`src/rtl/mrs_pkg.sv`:
```
package mrs_pkg;

    typedef enum logic [1:0] {
        ST_IDLE = 2'd0,
        ST_RUN  = 2'd1,
        ST_PEND = 2'd2,
        ST_ERR  = 2'd3
    } mrs_state_t;

    localparam int CH_IN  = 0;
    localparam int CH_OUT = 1;
    localparam int NUM_CH = 2;

endpackage

```
`src/rtl/mrs_frac_acc.sv`:
```
module mrs_frac_acc #(
    parameter int ACC_W = 16
) (
    input  logic             clk,
    input  logic             rst,
    input  logic             adv,
    input  logic             clr,
    input  logic [ACC_W-1:0] num,
    input  logic [ACC_W-1:0] den,
    output logic [ACC_W-1:0] acc_q,
    output logic [ACC_W-1:0] acc_nxt,
    output logic             wrap
);

    logic [ACC_W:0] sum;

    always_comb begin
        sum  = {1'b0, acc_q} + {1'b0, num};
        wrap = adv && (sum >= {1'b0, den});
        if (!adv) begin
            acc_nxt = acc_q;
        end else if (wrap) begin
            acc_nxt = ACC_W'(sum - {1'b0, den});
        end else begin
            acc_nxt = sum[ACC_W-1:0];
        end
    end

    always_ff @(posedge clk) begin
        if (rst) begin
            acc_q <= '0;
        end else if (clr) begin
            acc_q <= '0;
        end else begin
            acc_q <= acc_nxt;
        end
    end

    // Residue must stay inside the period while the ratio is in use
    AST_ACC_BELOW_DEN: assert property (@(posedge clk) disable iff (rst)
        adv |-> (acc_q < den));

endmodule

```
`src/rtl/mrs_phase_ctr.sv`:
```
module mrs_phase_ctr #(
    parameter int PHASE_W = 3
) (
    input  logic               clk,
    input  logic               rst,
    input  logic               clr,
    input  logic               step,
    input  logic [PHASE_W:0]   factor,
    output logic [PHASE_W-1:0] phase_q
);

    logic [PHASE_W-1:0] cnt;
    logic [PHASE_W:0]   cnt_inc;
    logic               at_last;

    always_comb begin
        cnt_inc = {1'b0, cnt} + 1'b1;
        at_last = (cnt_inc >= factor);
    end

    always_ff @(posedge clk) begin
        if (rst) begin
            cnt     <= '0;
            phase_q <= '0;
        end else begin
            if (step) begin
                phase_q <= cnt;
            end
            if (clr) begin
                cnt <= '0;
            end else if (step) begin
                cnt <= at_last ? '0 : cnt_inc[PHASE_W-1:0];
            end
        end
    end

    AST_PHASE_BELOW_FACTOR: assert property (@(posedge clk) disable iff (rst)
        step |-> ({1'b0, cnt} < factor));

endmodule

```
`src/rtl/mrs_ctrl.sv`:
```
module mrs_ctrl
    import mrs_pkg::*;
(
    input  logic       clk,
    input  logic       rst,
    input  logic       cfg_wr,
    input  logic       new_ok,
    input  logic       pend_ok,
    input  logic       common,
    output logic       adv,
    output logic       load,
    output logic       take_new,
    output logic       capture,
    output logic       apply_ok,
    output logic       err_state
);

    mrs_state_t state_q;
    mrs_state_t state_d;

    // State register
    always_ff @(posedge clk) begin
        if (rst) begin
            state_q <= ST_IDLE;
        end else begin
            state_q <= state_d;
        end
    end

    // Next state and per-state controls
    always_comb begin
        state_d  = state_q;
        adv      = 1'b0;
        load     = 1'b0;
        take_new = 1'b1;
        capture  = 1'b0;
        apply_ok = new_ok;
        unique case (state_q)
            ST_IDLE, ST_ERR: begin
                load = cfg_wr;
                if (cfg_wr) begin
                    state_d = new_ok ? ST_RUN : ST_ERR;
                end
            end
            ST_RUN: begin
                adv     = 1'b1;
                capture = cfg_wr;
                if (cfg_wr) begin
                    state_d = ST_PEND;
                end
            end
            ST_PEND: begin
                adv      = 1'b1;
                take_new = cfg_wr;
                apply_ok = cfg_wr ? new_ok : pend_ok;
                capture  = cfg_wr && !common;
                load     = common;
                if (common) begin
                    state_d = apply_ok ? ST_RUN : ST_ERR;
                end
            end
            default: begin
                state_d = ST_IDLE;
            end
        endcase
    end

    always_comb begin
        err_state = (state_q == ST_ERR);
    end

    AST_ERR_HOLDS_WITHOUT_WRITE: assert property (@(posedge clk) disable iff (rst)
        (state_q == ST_ERR && !cfg_wr) |=> (state_q == ST_ERR));

endmodule

```
`src/rtl/mrate_strobe_gen.sv`:
```
module mrate_strobe_gen
    import mrs_pkg::*;
#(
    parameter int ACC_W     = 16,
    parameter int PHASE_W   = 3,
    parameter int GAIN_W    = 18,
    parameter int GAIN_FRAC = 14
) (
    input  logic               clk,
    input  logic               rst,
    input  logic               cfg_wr,
    input  logic [ACC_W-1:0]   cfg_in_num,
    input  logic [ACC_W-1:0]   cfg_in_den,
    input  logic [ACC_W-1:0]   cfg_out_num,
    input  logic [ACC_W-1:0]   cfg_out_den,
    input  logic [PHASE_W:0]   cfg_interp,
    input  logic [GAIN_W-1:0]  cfg_gain,
    output logic               in_stb,
    output logic               out_stb,
    output logic [PHASE_W-1:0] phase_idx,
    output logic [GAIN_W-1:0]  gain_word,
    output logic               cfg_err
);

    localparam logic [GAIN_W-1:0] UNITY      = GAIN_W'(1) << GAIN_FRAC;
    localparam int unsigned       MAX_FACTOR = 1 << PHASE_W;

    // Pending and applied configuration
    logic [ACC_W-1:0]  pend_num [NUM_CH];
    logic [ACC_W-1:0]  pend_den [NUM_CH];
    logic [PHASE_W:0]  pend_interp;
    logic [GAIN_W-1:0] pend_gain;
    logic [ACC_W-1:0]  act_num  [NUM_CH];
    logic [ACC_W-1:0]  act_den  [NUM_CH];
    logic [PHASE_W:0]  act_interp;
    logic [GAIN_W-1:0] act_gain;

    logic [ACC_W-1:0]  wr_num   [NUM_CH];
    logic [ACC_W-1:0]  wr_den   [NUM_CH];

    logic [ACC_W-1:0]  acc_q    [NUM_CH];
    logic [ACC_W-1:0]  acc_nxt  [NUM_CH];
    logic [NUM_CH-1:0] wrap;

    logic new_ok, pend_ok, common;
    logic adv, load, take_new, capture, apply_ok, err_state;
    logic in_stb_q, out_stb_q;

    function automatic logic ratio_ok(input logic [ACC_W-1:0] n, input logic [ACC_W-1:0] d);
        return (n != '0) && (n <= d);
    endfunction

    function automatic logic factor_ok(input logic [PHASE_W:0] f);
        return (f != '0) && (32'(f) <= MAX_FACTOR);
    endfunction

    always_comb begin
        wr_num[CH_IN]  = cfg_in_num;
        wr_den[CH_IN]  = cfg_in_den;
        wr_num[CH_OUT] = cfg_out_num;
        wr_den[CH_OUT] = cfg_out_den;
        new_ok  = ratio_ok(cfg_in_num, cfg_in_den) && ratio_ok(cfg_out_num, cfg_out_den)
                  && factor_ok(cfg_interp);
        pend_ok = ratio_ok(pend_num[CH_IN], pend_den[CH_IN])
                  && ratio_ok(pend_num[CH_OUT], pend_den[CH_OUT])
                  && factor_ok(pend_interp);
        common  = (acc_nxt[CH_IN] == '0) && (acc_nxt[CH_OUT] == '0);
    end

    mrs_ctrl u_ctrl (
        .clk       (clk),
        .rst       (rst),
        .cfg_wr    (cfg_wr),
        .new_ok    (new_ok),
        .pend_ok   (pend_ok),
        .common    (common),
        .adv       (adv),
        .load      (load),
        .take_new  (take_new),
        .capture   (capture),
        .apply_ok  (apply_ok),
        .err_state (err_state)
    );

    // Configuration storage; per-channel fields repeat
    for (genvar ch = 0; ch < NUM_CH; ch++) begin : g_cfg
        always_ff @(posedge clk) begin
            if (rst) begin
                pend_num[ch] <= '0;
                pend_den[ch] <= '0;
                act_num[ch]  <= '0;
                act_den[ch]  <= '0;
            end else begin
                if (capture) begin
                    pend_num[ch] <= wr_num[ch];
                    pend_den[ch] <= wr_den[ch];
                end
                if (load) begin
                    act_num[ch] <= take_new ? wr_num[ch] : pend_num[ch];
                    act_den[ch] <= take_new ? wr_den[ch] : pend_den[ch];
                end
            end
        end

        mrs_frac_acc #(
            .ACC_W (ACC_W)
        ) u_acc (
            .clk     (clk),
            .rst     (rst),
            .adv     (adv),
            .clr     (load),
            .num     (act_num[ch]),
            .den     (act_den[ch]),
            .acc_q   (acc_q[ch]),
            .acc_nxt (acc_nxt[ch]),
            .wrap    (wrap[ch])
        );
    end

    always_ff @(posedge clk) begin
        if (rst) begin
            pend_interp <= '0;
            pend_gain   <= '0;
            act_interp  <= '0;
            act_gain    <= UNITY;
        end else begin
            if (capture) begin
                pend_interp <= cfg_interp;
                pend_gain   <= cfg_gain;
            end
            if (load) begin
                act_interp <= take_new ? cfg_interp : pend_interp;
                if (apply_ok) begin
                    act_gain <= take_new ? cfg_gain : pend_gain;
                end else begin
                    act_gain <= UNITY;
                end
            end
        end
    end

    // Output strobes, one register stage after the accumulator wrap
    always_ff @(posedge clk) begin
        if (rst) begin
            in_stb_q  <= 1'b0;
            out_stb_q <= 1'b0;
        end else begin
            in_stb_q  <= wrap[CH_IN];
            out_stb_q <= wrap[CH_OUT];
        end
    end

    mrs_phase_ctr #(
        .PHASE_W (PHASE_W)
    ) u_phase (
        .clk     (clk),
        .rst     (rst),
        .clr     (load),
        .step    (wrap[CH_OUT]),
        .factor  (act_interp),
        .phase_q (phase_idx)
    );

    always_comb begin
        in_stb    = in_stb_q;
        out_stb   = out_stb_q;
        gain_word = act_gain;
        cfg_err   = err_state;
    end

    AST_RESET_QUIET: assert property (@(posedge clk) disable iff (rst)
        $past(rst) |-> (!in_stb && !out_stb && !cfg_err && gain_word == UNITY));

    AST_ERR_SILENT: assert property (@(posedge clk) disable iff (rst)
        (cfg_err && $past(cfg_err)) |-> (!in_stb && !out_stb));

    AST_GAIN_AT_COMMON: assert property (@(posedge clk) disable iff (rst)
        !$stable(gain_word) |-> (acc_q[CH_IN] == '0 && acc_q[CH_OUT] == '0));

endmodule

```
`config.mk`:
```
export PLATFORM = sky130hd
export DESIGN_NAME = mrate_strobe_gen
export DESIGN_NICKNAME = d
export VERILOG_FILES = /design/src/rtl/mrs_pkg.sv /design/src/rtl/mrs_frac_acc.sv /design/src/rtl/mrs_phase_ctr.sv /design/src/rtl/mrs_ctrl.sv /design/src/rtl/mrate_strobe_gen.sv
export SDC_FILE = /design/constraint.sdc
export NUM_CORES = 1
export LEC_CHECK = 0
export BUFFER_PORTS_ARGS = -buffer_cell sky130_fd_sc_hd__buf_2
export CAP_MARGIN = 20
export CORE_UTILIZATION = 55
export CTS_BUF_LIST = sky130_fd_sc_hd__clkbuf_4
export DETAILED_ROUTE_END_ITERATION = 8
export PLACE_DENSITY = 0.74
export SLEW_MARGIN = 20
export SYNTH_ARGS = -nofsm -noshare
export SYNTH_HDL_FRONTEND = slang
export SYNTH_SLANG_ARGS = --single-unit
```
`constraint.sdc`:
```
create_clock -name clk -period 8.05 [get_ports clk]
set_input_delay 1.61 -clock clk [delete_from_list [all_inputs] [get_ports clk]]
set_output_delay 1.61 -clock clk [all_outputs]
set_load 0.005 [all_outputs]
```
==> implementation parameters <==
Parameter                              Value

Status
  Run status ... complete, no violations

Route
  DRC viols ... 0
  Total vias in the final route ... 13300
  Antenna Violating Nets Remaining ... 0
  DR iter-0 viols ... 1365
  TritonRoute pass-1 iters ... 7
  Average via count per standard cell ... 6.18
  Post-detailed-routing wire length ... 41.5 mm
  Avg WL per Cell ... 19.3 um

Logic synthesis
  Warnings from Yosys ... 0
  Main synth FF type ... sky130_fd_sc_hd__edfxtp_1
  Post-synth EDFFs ... 128
  Post-synthesis cell area ... 15000 um^2
  Post-synthesis sequential element count ... 214
  Proportion of synthesized flip-flops having asynchronous set or reset ... 0%
  Number of different library cells in the post-synthesis netlist ... 95
  Syn Area/Cell ... 8.99 um^2
  Post-synthesis sequential area ratio ... 37.2%
  Syn Nets ... 1894
  Post-Syn Instances ... 1664

Pwr
  Ratio of total power to cell area ... 428 nW/um^2
  Cell-internal power ... 3.55 mW
  Final Total Pwr ... 7.02 mW
  Switching portion of total power ... 49.4%
  Power share of the sequential group ... 23.2%
  Fraction of power consumed by combinational cells ... 63.8%
  Switching Power ... 3.46 mW
  Part of the power in the clock network ... 13.1%
  VDD IR-drop max ... 0.216 mV
  Pleak ... 7.23 nW

Finish
  Final instance count without filler cells ... 2152
  Fraction of layout cells with a size suffix above 1 ... 14.9%
  Area Growth Syn to Fin ... 9.61%
  Total Nets Final ... 1997
  Commonest non-fill, non-tap cell in the layout ... sky130_fd_sc_hd__nand2_1
  Leading cell types in the layout, fill and taps excluded ... 248 x sky130_fd_sc_hd__nand2_1, 140 x sky130_fd_sc_hd__a21oi_1, 137 x sky130_fd_sc_hd__ha_1, 128 x sky130_fd_sc_hd__edfxtp_1, 123 x sky130_fd_sc_hd__inv_1

STA
  Number of pins with negative max-slew slack in the final report ... 0
  Fin Setup TNS ... 0 ns
  Max_slew headroom ... 26.5%
  Highest attainable clock frequency ... 136 MHz
  Skew final ... 0.0609 ns
  Final setup fails ... 0
  Unrepaired setup endpoints after global routing ... false
  Slack of the critical path ... 0.688 ns
  Clock period minus worst slack ... 7.36 ns
  Final Cycle Share ... 91.4%
  Count of endpoints failing hold in the final timing report ... 0
  Slew at the pin with the worst max-slew slack ... 1.09 ns

Critical path
  Delay contributed by the slowest stage of the critical path ... 0.58 ns
  Crit path buffers/inverters ... 1
  Cell family with most CP delay ... compound AO/OA/AOI/OAI gates
  Required time of the critical path ... 8.37 ns
  Slowest stage cell on the critical path ... sky130_fd_sc_hd__or4b_4
  Critical path launch point type ... register
  Worst setup path category ... reg2reg
  CP max FO ... 64
  CP Cell Sequence ... ha_1 -> fa_1 -> a211oi_1 -> o211ai_2 -> a311oi_1 -> o21ai_0 -> xnor2_1 -> ha_1 -> and3_1 -> a221o_2 -> a32o_1 -> nor2_2 -> mux2_2 -> a221o_2 -> or4b_4 -> or3_4 -> o31a_1 -> or2_2 -> buf_4
  Critical path endpoint category ... register
  Data arrival at the endpoint of the critical path ... 7.68 ns

Clocking
  Count of buffers added by post-CTS timing repair for setup ... 0
  Post-CTS clock slew at the launch and capture registers of the worst setup and hold paths ... 0.06 ns
  Root buffer cell ... sky130_fd_sc_hd__clkbuf_4
  Quantity of hold-fixing buffers added after cts ... 0
  Htree depth ... 2
  Clock insertion delay at the later pin of the skew report ... 0.72 ns
  CTS-repair resized insts ... 0
  Number of buffers created by CTS ... 58
  Sinks on the clock net ... 214
  Buffer levels on the longest clock path ... 3
  TritonCTS clock tree ... yes

Floorplan
  Number of top-level pins ... 113
  Num rows ... 60
  Placeable core area ... 26800 um^2
  Width of the die ... 167 um
  Die Y ... 167 um
  Initial cell density of the core ... 55.8%
  Die outline area ... 27900 um^2

Global route
  Vias in the first global route ... 12400
  First-pass GRT wire length ... 65.2 mm
  Pin count of the biggest net entering global routing ... 87
  GR Overflow Total ... 0
  Overall global routing resource usage ... 29.3%
  Initial antenna violation count ... 1

Place
  Final weighted congestion in routability-driven placement ... 1.01
  Placed instance count ... 2048
  Port Buffer Count ... 112
  Worst slack after detailed placement ... 0.836 ns
  HPWL after detailed placement ... 30.7 mm

Flow run
  Max-cap violations ... 0

Hold path
  Tightest Hold Check Type ... reg2reg
[layout make-up]
type                            instances  area, um^2
Fill cell                            2317       10400
Multi-Input combinational cell       1242        8580
Sequential cell                       214        5570
Timing Repair Buffer                  127         673
Clock buffer                           76         571
Inverter                              124         465
Tap cell                              341         427
Clock inverter                         27         115
Antenna cell                            1        2.50
[worst min-delay path, cell delays in order (launching register included)]
cell	delay (ns)
sky130_fd_sc_hd__dfxtp_1	0.30
sky130_fd_sc_hd__nand2_1	0.05
sky130_fd_sc_hd__a21oi_1	0.05
[synth_stat cells, types with 6 or more instances]
library cell	count	share of area, %
sky130_fd_sc_hd__a31oi_1	15	0.63
sky130_fd_sc_hd__nor2_1	55	1.4
sky130_fd_sc_hd__nand2b_1	15	0.63
sky130_fd_sc_hd__and2_1	84	3.5
sky130_fd_sc_hd__edfxtp_1	128	26
sky130_fd_sc_hd__a21boi_0	6	0.30
sky130_fd_sc_hd__o211ai_1	21	1.1
sky130_fd_sc_hd__a211oi_1	20	1.0
sky130_fd_sc_hd__or4b_2	17	1.1
sky130_fd_sc_hd__o31ai_1	10	0.50
sky130_fd_sc_hd__clkbuf_1	68	1.7
sky130_fd_sc_hd__a221oi_1	6	0.35
sky130_fd_sc_hd__o211a_1	8	0.54
sky130_fd_sc_hd__dfxtp_1	86	12
sky130_fd_sc_hd__a21o_1	24	1.2
sky130_fd_sc_hd__nand3_1	24	0.80
sky130_fd_sc_hd__o21a_1	11	0.55
sky130_fd_sc_hd__inv_1	124	3.1
sky130_fd_sc_hd__a21oi_1	140	4.7
sky130_fd_sc_hd__and3_1	10	0.42
sky130_fd_sc_hd__and4_1	6	0.35
sky130_fd_sc_hd__nand2_1	248	6.2
sky130_fd_sc_hd__o21ai_0	46	1.5
sky130_fd_sc_hd__buf_2	9	0.30
sky130_fd_sc_hd__nand4_1	23	0.96
sky130_fd_sc_hd__o41ai_1	21	1.2
sky130_fd_sc_hd__mux2i_1	49	3.3
sky130_fd_sc_hd__ha_1	137	11
sky130_fd_sc_hd__nor3_1	33	1.1
sky130_fd_sc_hd__xor2_1	15	0.88
sky130_fd_sc_hd__or3_1	8	0.33
sky130_fd_sc_hd__a2111oi_0	6	0.35
sky130_fd_sc_hd__nor2b_1	14	0.59
sky130_fd_sc_hd__nor4_1	37	1.5
sky130_fd_sc_hd__xnor2_1	27	1.6
[routing by layer]
layer | vias to the layer above | routed length, um | track usage [%]
li1 | 6338 | - | -
met1 | 6266 | 19200 | 42.8
met2 | 595 | 18000 | 44.3
met3 | 94 | 3240 | 4.44
met4 | 0 | 1070 | 9.46
met5 | - | 0 | 0
[power by group through the flow]
| stage | registers [mW] | clock network, mW | logic [mW] |
|---|---|---|---|
| after floorplan | 1.58 | 0 | 3.27 |
| after global placement | 1.63 | 0 | 4.31 |
| after detailed placement | 1.64 | 0 | 4.32 |
| after CTS | 1.62 | 0.936 | 4.36 |
| after global routing | 1.64 | 0.996 | 4.83 |
| final | 1.63 | 0.917 | 4.47 |
[final timing paths]
check / slack, ns / end / cells after the start / from
worst max-delay path: 0.69 / pend_num[0][4] / 19 / act_num[1][0]
worst max register to register: 0.69 / pend_num[0][4] / 19 / act_num[1][0]
worst min-delay path: 0.45 / u_phase.phase_q[2] / 2 / u_phase.phase_q[2]
worst min register to register: 0.45 / u_phase.phase_q[2] / 2 / u_phase.phase_q[2]
[through the flow]
stage	instance area, um^2	hold WS (ns)	util [%]
after floorplan	15000	0.430	-
after global placement	15700	0.440	58.6
after detailed placement	15700	0.444	58.6
after CTS	16400	0.455	61.2
after global routing	16400	0.470	61.2
final	16400	0.452	61.2
[registers in the layout (all words and copies together) (netlist names)]
| signal | flops |
|---|---|
| u_ctrl.state_q | 2 |
| in_stb | 1 |
| gain_word | 18 |
| act_num | 32 |
| out_stb | 1 |
| pend_num | 32 |
| pend_gain | 18 |
| u_phase.cnt | 3 |
| act_den | 32 |
| g_cfg.u_acc.acc_q | 32 |
| pend_interp | 4 |
| pend_den | 32 |
| act_interp | 4 |
| u_phase.phase_q | 3 |
[logic make-up after synthesis]
kind of cell	synth area share [%]
simple gates	21.0
mux	3.50
buf+inv	5.68
flops	37.2
xor+xnor	2.46
compound gates	18.2
fa+ha+maj	12.0
(Power assumes the default switching activity.)
